--- src/rtl/pic_pkg.sv ---
// Package: shared constants, level type and the fixed survival-mode order.
// Assumes exactly eight levels; the survival order is part of behaviour.
package pic_pkg;
    localparam int NLEV = 8;
    localparam int LW   = $clog2(NLEV);

    typedef logic [LW-1:0] lvl_t;

    // Survival mode: level code held at rank position r (rank 0 is best).
    function automatic lvl_t surv_level_at(input int r);
        case (r)
            0:       return lvl_t'(0);
            1:       return lvl_t'(1);
            2:       return lvl_t'(5);
            3:       return lvl_t'(6);
            4:       return lvl_t'(3);
            5:       return lvl_t'(4);
            6:       return lvl_t'(2);
            default: return lvl_t'(7);
        endcase
    endfunction
endpackage

--- src/rtl/pic_pend_bank.sv ---
// Pending store: one bit per level, set by a request and cleared by an
// acknowledge. Assumes set has priority over clear for the same bit.
module pic_pend_bank #(
    parameter int N = 8
) (
    input  logic         clk,
    input  logic         rst_n,
    input  logic [N-1:0] set_i,
    input  logic [N-1:0] clr_i,
    output logic [N-1:0] pend_o
);
    // Update the pending bits on each clock; a set wins over a clear.
    always_ff @(posedge clk) begin
        if (!rst_n) pend_o <= '0;
        else        pend_o <= (pend_o & ~clr_i) | set_i;
    end
endmodule

--- src/rtl/pic_pick2.sv ---
// Finds the first and second set bits of a rank-ordered vector, where
// index 0 is the best rank. Purely combinational.
module pic_pick2 #(
    parameter int N = 8,
    parameter int W = $clog2(N)
) (
    input  logic [N-1:0] vec_i,
    output logic         f_valid_o,
    output logic [W-1:0] f_idx_o,
    output logic         s_valid_o,
    output logic [W-1:0] s_idx_o
);
    // Scan from the best rank down and keep the first two hits.
    always_comb begin
        f_valid_o = 1'b0;
        s_valid_o = 1'b0;
        f_idx_o   = '0;
        s_idx_o   = '0;
        for (int i = 0; i < N; i++) begin
            if (vec_i[i]) begin
                if (!f_valid_o) begin
                    f_valid_o = 1'b1;
                    f_idx_o   = W'(i);
                end else if (!s_valid_o) begin
                    s_valid_o = 1'b1;
                    s_idx_o   = W'(i);
                end
            end
        end
    end
endmodule

--- src/rtl/pic_mode_router.sv ---
// Top: registers the mode and the mask, keeps the pending set, ranks the
// eligible levels under the selected order and routes the winners to
// ports A, B and C. Assumes each acknowledge is a single-cycle pulse.
module pic_mode_router
    import pic_pkg::*;
(
    input  logic            clk,
    input  logic            rst_n,
    input  logic            mode_surv,
    input  logic [NLEV-1:0] req,
    input  logic [NLEV-1:0] mask,
    input  logic            a_ack,
    input  logic            b_ack,
    input  logic            c_ack,
    output logic            a_valid,
    output logic [LW-1:0]   a_lvl,
    output logic            b_valid,
    output logic [LW-1:0]   b_lvl,
    output logic            c_valid,
    output logic [LW-1:0]   c_lvl
);
    logic            mode_q;
    logic [NLEV-1:0] mask_q;
    logic [NLEV-1:0] pend;
    logic [NLEV-1:0] clr;
    logic [NLEV-1:0] elig;
    logic [NLEV-1:0] ord;
    logic            f_v, s_v;
    lvl_t            f_r, s_r;

    // Sample the mode and the mask on the clock edge only.
    always_ff @(posedge clk) begin
        if (!rst_n) begin
            mode_q <= 1'b0;
            mask_q <= '0;
        end else begin
            mode_q <= mode_surv;
            mask_q <= mask;
        end
    end

    pic_pend_bank #(.N(NLEV)) u_pend (
        .clk   (clk),
        .rst_n (rst_n),
        .set_i (req),
        .clr_i (clr),
        .pend_o(pend)
    );

    assign elig = pend & ~mask_q;

    // Put eligible levels in rank order; in survival mode rank 0 (code 0)
    // is left out of the secondary ranking.
    for (genvar r = 0; r < NLEV; r++) begin : g_ord
        if (r == 0) begin : g_top
            assign ord[r] = mode_q ? 1'b0 : elig[r];
        end else begin : g_rest
            assign ord[r] = mode_q ? elig[surv_level_at(r)] : elig[r];
        end
    end

    pic_pick2 #(.N(NLEV), .W(LW)) u_pick (
        .vec_i    (ord),
        .f_valid_o(f_v),
        .f_idx_o  (f_r),
        .s_valid_o(s_v),
        .s_idx_o  (s_r)
    );

    // Convert rank positions back to level codes and route them to ports.
    always_comb begin
        if (mode_q) begin
            a_valid = elig[0];
            a_lvl   = '0;
            b_valid = f_v;
            b_lvl   = surv_level_at(int'(f_r));
            c_valid = s_v;
            c_lvl   = surv_level_at(int'(s_r));
        end else begin
            a_valid = f_v;
            a_lvl   = f_r;
            b_valid = s_v;
            b_lvl   = s_r;
            c_valid = 1'b0;
            c_lvl   = '0;
        end
    end

    // Build the clear vector from acknowledges on ports that are valid.
    always_comb begin
        clr = '0;
        if (a_valid && a_ack) clr[a_lvl] = 1'b1;
        if (b_valid && b_ack) clr[b_lvl] = 1'b1;
        if (c_valid && c_ack) clr[c_lvl] = 1'b1;
    end

    // a sampled request is pending after the edge
    p_req_latched_r2: assert property (@(posedge clk) disable iff (!rst_n)
        (req != '0) |=> ((pend & $past(req)) == $past(req)));

    // an acknowledged level without a new request is cleared
    p_ack_clears_r6: assert property (@(posedge clk) disable iff (!rst_n)
        (a_valid && a_ack && !req[a_lvl]) |=> !pend[$past(a_lvl)]);

    // a port never shows a masked level
    p_masked_hidden_r3: assert property (@(posedge clk) disable iff (!rst_n)
        (b_valid |-> !mask_q[b_lvl]) and (a_valid |-> !mask_q[a_lvl]));

    // port C idle in normal mode; A and B never share a level
    p_port_c_idle_r4: assert property (@(posedge clk) disable iff (!rst_n)
        !mode_q |-> !c_valid);
    p_distinct_r4: assert property (@(posedge clk) disable iff (!rst_n)
        (a_valid && b_valid) |-> (a_lvl != b_lvl));

    // in survival mode port A carries only code 0, B and C differ
    p_surv_primary_r5: assert property (@(posedge clk) disable iff (!rst_n)
        (mode_q && a_valid) |-> (a_lvl == '0));
    p_surv_bc_r5: assert property (@(posedge clk) disable iff (!rst_n)
        (mode_q && b_valid && c_valid) |-> (b_lvl != c_lvl && b_lvl != '0));
endmodule

--- config.mk ---
export PLATFORM = sky130hd
export DESIGN_NAME = pic_mode_router
export DESIGN_NICKNAME = d
export VERILOG_FILES = /design/src/rtl/pic_pkg.sv /design/src/rtl/pic_pend_bank.sv /design/src/rtl/pic_pick2.sv /design/src/rtl/pic_mode_router.sv
export SDC_FILE = /design/constraint.sdc
export NUM_CORES = 1
export LEC_CHECK = 0
export ABC_AREA = 1
export ABC_CLOCK_PERIOD_IN_PS = 3300
export CELL_PAD_IN_SITES_DETAIL_PLACEMENT = 1
export CELL_PAD_IN_SITES_GLOBAL_PLACEMENT = 1
export CORE_ASPECT_RATIO = 0.7
export CORE_UTILIZATION = 35
export CTS_CLUSTER_DIAMETER = 100
export DETAILED_ROUTE_END_ITERATION = 7
export PLACE_DENSITY = 0.87
export SYNTH_ARGS = -nofsm -noshare
export SYNTH_HDL_FRONTEND = slang
export SYNTH_HIERARCHICAL = 1
export SYNTH_SLANG_ARGS = --single-unit
--- constraint.sdc ---
create_clock -name clk -period 3.3 [get_ports clk]
set_clock_uncertainty 0.2 [all_clocks]
set_input_delay 0.33 -clock clk [delete_from_list [all_inputs] [get_ports clk]]
set_output_delay 0.33 -clock clk [all_outputs]
set_load 0.02 [all_outputs]
# --- Word level (Yosys, flattened, before mapping) ---
# Index checks and enable logic that the tools add are counted.
classes:
  n_lt_le_gt_ge: 6
  eq_ne: 12
  n_mux: 79
  bitwise: 7
  reduce_logical: 8
ops:
  columns: ["operator", "count"]
  rows:
  - ["$mux W3", 35]
  - ["$pmux W3 S7", 2]
  - ["$mux W1", 36]
  - ["$mux W8", 3]
  - ["$or A8 B8 Y8", 3]
  - ["$eq A3 B3 Y1 const B", 6]
  - ["$and A8 B8 Y8", 2]
  - ["$not A8 Y8", 2]
  - ["$eq A3 B2 Y1 const B", 4]
  - ["$lt A3 B4 Y1 const B", 3]
  - ["$demux W1 S3", 3]
  - ["$ge A3 B1 Y1 const B", 3]
  - ["$eq A3 B1 Y1 const B", 2]
  - ["$logic_and A1 B1 Y1", 6]
  - ["$logic_not A3 Y1", 2]
word_totals:
  register_bits: 17
  input_bits: 22
  output_inout_bits: 12
  elab_cells: 115

# --- Logic depth before layout (Yosys ltp) ---
logic_depth:
  depth_word: 36
  ltp_mapped: 25
  mapped_depth_nobuf: 24

# --- Modules after synthesis ---
# The synthesis kept the hierarchy.
by_module_without_submodules:
  columns: ["module", "n_inst", "cells_each", "area_per_inst_um2", "seq_area_each_um2"]
  rows:
  - ["pic_mode_router", 1, 190, 1031.0, 180.2]
  - ["pic_pick2", 1, 81, 417.9, 0.0]
  - ["pic_pend_bank", 1, 41, 294.0, 160.2]

# --- Least setup slack after synthesis ---
# OpenSTA, ideal clock, no wires.
synth_path:
  path_kind: "reg-to-reg"
  start: "reg mode_q"
  end: "reg u_pend.pend_o[3]"
  setup_ns: 0.116
  arrival_ns: 2.641
  t_required_ns: 2.984
  slack_ns: 0.343
  stages_incl_launch_ff: 23
  path_buffers: 3
  synth_period_minus_slack_ns: 2.957
  path_cell_list: "dfxtp_1 buf_6 buf_2 o21ai_0 nor2_2 nand2_2 nand2_1 nand3b_1 nand2_1 clkinv_1 nand2_1 nand2_1 buf_4 nand2_1 nand2_1 nor2_2 nand3_1 nor2_1 nor2_1 nand2_1 inv_1 nand2_1 a21oi_1"
synth_via:
  word_cells_on_any_way: 110
  classes_between: "order compare: 6; eq/ne: 12; mux: 79; bitwise: 5; reduce/logical: 8"
synth_lines:
  columns: ["element", "line", "rtl"]
  rows:
  - ["start, declared", "pic_mode_router.sv:22", "logic mode_q;"]
  - ["start signal, assigned", "pic_mode_router.sv:37", "mode_q <= mode_surv;"]
  - ["$mux W1 (*)", "pic_mode_router.sv:58", "assign ord[r] = mode_q ? elig[surv_level_at(r)] : elig[r];"]
  - ["net ord[2]", "pic_mode_router.sv:27", "logic [NLEV-1:0] ord;"]
  - ["$mux W3 or $mux W1 (tied branches)", "pic_pick2.sv:20", "if (vec_i[i]) begin"]
  - ["$mux W3", "pic_pick2.sv:24", "end else if (!s_valid_o) begin"]
  - ["$mux W3", "pic_pick2.sv:21", "if (!f_valid_o) begin"]
  - ["$mux W3", "pic_pick2.sv:20", null]
  - ["$mux W3", "pic_pick2.sv:24", null]
  - ["$mux W3", "pic_pick2.sv:21", null]
  - ["[... 10 more ...]", null, null]
  - ["net s_r[0]", "pic_mode_router.sv:29", "lvl_t f_r, s_r;"]
  - ["[... 3 more ...]", null, null]
  - ["net c_lvl[1]", "pic_mode_router.sv:20", "output logic [LW-1:0] c_lvl"]
  - ["[... 2 more ...]", null, null]
  - ["$mux W1 (not written as such)", "pic_mode_router.sv:94", "if (c_valid && c_ack) clr[c_lvl] = 1'b1;"]
  - ["$demux W1 S3 (*)", "pic_mode_router.sv:94", null]
  - ["$or A8 B8 Y8 (no line) (*)", null, null]
  - ["$mux W8 (*)", "pic_mode_router.sv:94", null]
  - ["net clr[3]", "pic_mode_router.sv:25", "logic [NLEV-1:0] clr;"]
  - ["$not A8 Y8 (*)", "pic_pend_bank.sv:15", "else pend_o <= (pend_o & ~clr_i) | set_i;"]
  - ["$and A8 B8 Y8 (*)", "pic_pend_bank.sv:15", null]
  - ["$or A8 B8 Y8 (*)", "pic_pend_bank.sv:15", null]
  - ["end signal, assigned", "pic_pend_bank.sv:15", null]
  - ["end, declared", "pic_pend_bank.sv:10", "output logic [N-1:0] pend_o"]
# Mark *: on every way through the listed nets, which the timed path passes. The rest lies on a longest branch.
# A chain may end at the register's enable or synchronous reset.

# --- Final worst setup path ---
layout_path:
  start: "reg mode_q"
  end: "out a_valid"
layout_via:
  word_cells_on_any_way: 15
  classes_between: "mux: 15"
layout_lines:
  columns: ["element", "line", "rtl"]
  rows:
  - ["$mux W1", "pic_mode_router.sv:58", null]
  - ["net ord[3]", "pic_mode_router.sv:27", null]
  - ["$mux W1 (5 in a row)", "pic_pick2.sv:20", null]
  - ["net f_v", "pic_mode_router.sv:28", "logic f_v, s_v;"]
  - ["$mux W1", "pic_mode_router.sv:72", "if (mode_q) begin"]
  - ["end, declared", "pic_mode_router.sv:15", "output logic a_valid,"]
# The timed path passes the listed nets, and every way through them passes these cells.

==> impl_metrics.json <==
{
  "status": "finished, final reports clean",
  "initial_core_util_pct": 36.4,
  "syn_inst": 312,
  "crit_buf_inv": 3,
  "maxSlewViolCount": 0,
  "synth_top_area_cell": "nand2_1",
  "startpoint_type": "flop",
  "dp.cells": 423,
  "relSlewSlack_pct": 72.9,
  "regToRegSetupSlack_ps": 230,
  "drive_gt1_share_pct": 23.1,
  "layout_common_cells": "nand2_1, inv_1, nor2_1",
  "cp_max_fo": 7,
  "synthAdderAreaFrac_pct": 3.59,
  "hold_depth": 2,
  "tightest_slew_ps": 406,
  "cts.path.max_buffers": 2,
  "r2r-end": "u_pend/pend_o[4]",
  "grt_max_degree": 18,
  "synth_compound_gate_area_share_pct": 9.48,
  "syn_nets": 339,
  "finalPower_uw": 931,
  "crit_path_top_delay_cell": "clkdlybuf4s50_1",
  "synth.avg_cell_area_um2": 5.59,
  "dpl.hpwl_mm": 4.66,
  "fin_crit_ps": 3150,
  "grt_overflow": 0,
  "finalSetupViolations": 0,
  "clock-root-buffer": "clkbuf_8",
  "routed-via-count": 1992,
  "cts_tree": "built",
  "syn_area_um2": 1740,
  "antenna_found_initial": 0,
  "rsz0062_at_grt": "yes",
  "power.static_leakage_uw": 0.00123,
  "hold_end": "u_pend/pend_o[2]",
  "std_cell_rows": 21,
  "r2r_cells": 23,
  "r2r-start": "u_pend/pend_o[0]",
  "ir_worst_vdd_mv": 0.304,
  "synthSimpleGateAreaFrac_pct": 51.6,
  "cts_buffers": 3,
  "synth_warnings": 6,
  "fin_cells": 429,
  "clkLatencyLatePin_ps": 250,
  "ios": 34,
  "cp-end-kind": "primary output",
  "worstHoldStart": "u_pend/pend_o[2]",
  "ant_nets": 0,
  "drtIter0Drc": 98,
  "hold_viol": 0,
  "die_height_um": 61.0,
  "maxCapViolCount": 0,
  "wire_per_inst_um": 13.0,
  "hold_class": "flop to flop",
  "antennaDiodeCount": 0,
  "place.gp.congestion": 0.949,
  "synth-xor-area-share_pct": 0,
  "nNetsFinal": 388,
  "via_per_inst": 4.64,
  "fmax_ghz": 0.318,
  "synth_top_family_by_area": "simple AND/OR/NAND/NOR gates",
  "synth_top_area_share_pct": 20.9,
  "yosysUniqueCellTypes": 30,
  "cts_hold_buf": 0,
  "yosys-top-cells-area": "nand2_1, dfxtp_1, inv_1, nor2_1, nand3_1",
  "cp_slowest_stage_delay_ps": 530,
  "dieArea_um2": 5270,
  "critical_path.top_delay_family": "simple AND/OR/NAND/NOR gates",
  "powerDensity_nw_per_um2": 400,
  "first_pass_iters": 4,
  "htree_levels": 1,
  "muxShareOfSynthArea_pct": 0,
  "drc_errors": 0,
  "path_clk_slew_ps": 60,
  "grt_pass1_wl_mm": 8.89,
  "arrival_ps": 2620,
  "fillers": 696,
  "path_cells": "buf_4, nand3_1, nand2_1, nor2_4, nand2_2, inv_2, nand4_1, or2_1, and2_1, clkdlybuf4s50_1",
  "die_w_um": 86.3,
  "portBuffers": 33,
  "critPathKind": "flop to primary output",
  "regArea_um2": 342,
  "cts_sinks": 17,
  "final_common_cell": "nand2_1",
  "ys_ff_latch": 17,
  "grt_pass1_vias": 1915,
  "multi_input_area_um2": 1190,
  "grt_usage_pct": 22.1,
  "period_share_pct": 95.4,
  "synth_seq_area_share_pct": 19.5,
  "routed_wl_mm": 5.57,
  "synthToLayoutAreaGrowth_pct": 33.5,
  "core_um2": 4780,
  "required_ps": 2770
}
[worst min-delay path: cells and delay by family, from the launching register on]
family          cells  cell delay, ps
flops               1             310
simple gates        1              60
compound gates      1              50
[flip-flops by register name, indices dropped and copies added (netlist names)]
signal and flops:
mode_q 1, mask_q 8, u_pend/pend_o 8
[layer usage]
layer / share of wire (%) / track usage (%)
met1: 50 / 30.7
met2: 46 / 37.5
met3: 3.2 / 3.08
met4: 0.52 / 4.52
met5: 0 / 0
[what timing repair did]
action | 4_1_cts | 5_1_grt
endpoints found under the hold margin | 0 | 0
pin swaps | 0 | 1
gates resized for setup | 21 | 23
setup buffers | 1 | 1
endpoints found under the setup margin | 9 | 18
[metrics by stage]
step           TNS [ps]  utilization, %  instance area, um2  setup slack (ps)  hold slack, ps
3_3_place_gp       -263            46.5                2220             -93.0             250
3_5_place_dp       -778            46.5                2220              -218             256
6_report              0            48.7                2330               151             262
5_1_grt           -8.81            48.7                2330             -5.39             293
4_1_cts           -2.19            47.9                2290             -2.19             265
2_1_floorplan         0               -                1740               343             223
[kinds of logic (layout without fill, tap and decap cells)]
family / Yosys count / in the layout
AOI/OAI and AO/OA: 29 / 29
adders and majority gates: 5 / 5
buffers and inverters: 66 / 114
DFF: 17 / 17
and+or+nand+nor: 195 / 195
[cells in the mapped netlist]
cell      count
nor2_2        9
a22oi_1       1
nor2_4        2
and2_1        1
o22ai_2       1
nand2_4       2
a21oi_1      15
buf_4         1
nand3_1      21
a21boi_2      1
clkbuf_1      1
nand3b_1      1
nor2_1       37
nor3_1        2
a31oi_1       1
o21ai_0       7
nand2_1      97
buf_2         1
inv_2         8
inv_1        51
nand4_1       4
nand2_2      12
buf_6         3
o21ai_1       2
dfxtp_1      17
clkinv_1      1
nand3_2       6
or2_1         1
o21bai_1      1
ha_1          5
[layout make-up]
| type | instances | area share (%) |
|---|---|---|
| Clock inverter | 1 | 0.215 |
| Timing Repair Buffer | 50 | 18.9 |
| Sequential cell | 17 | 14.7 |
| Tap cell | 69 | 3.71 |
| Inverter | 60 | 9.68 |
| Multi-Input combinational cell | 229 | 51.1 |
| Clock buffer | 3 | 1.77 |
[report_power, final]
group	internal, uW	leakage [uW]	switching [uW]	total [uW]
registers	219	0.000142	8.22	228
clock network	83.8	0.0000255	70.3	154
logic	203	0.00107	346	549
[worst max path at each step]
stage	from	endpoint	slack [ps]	cells past startpoint
floorplan	mode_q	u_pend/pend_o[3]	340	22
global placement	u_pend/pend_o[0]	c_lvl[0]	-90	19
detailed placement	u_pend/pend_o[0]	c_lvl[2]	-220	17
CTS	u_pend/pend_o[0]	c_lvl[2]	-2	17
global route	mode_q	a_valid	-5	10
finish	mode_q	a_valid	150	10
No activity file was read; power rests on OpenSTA's default activity.
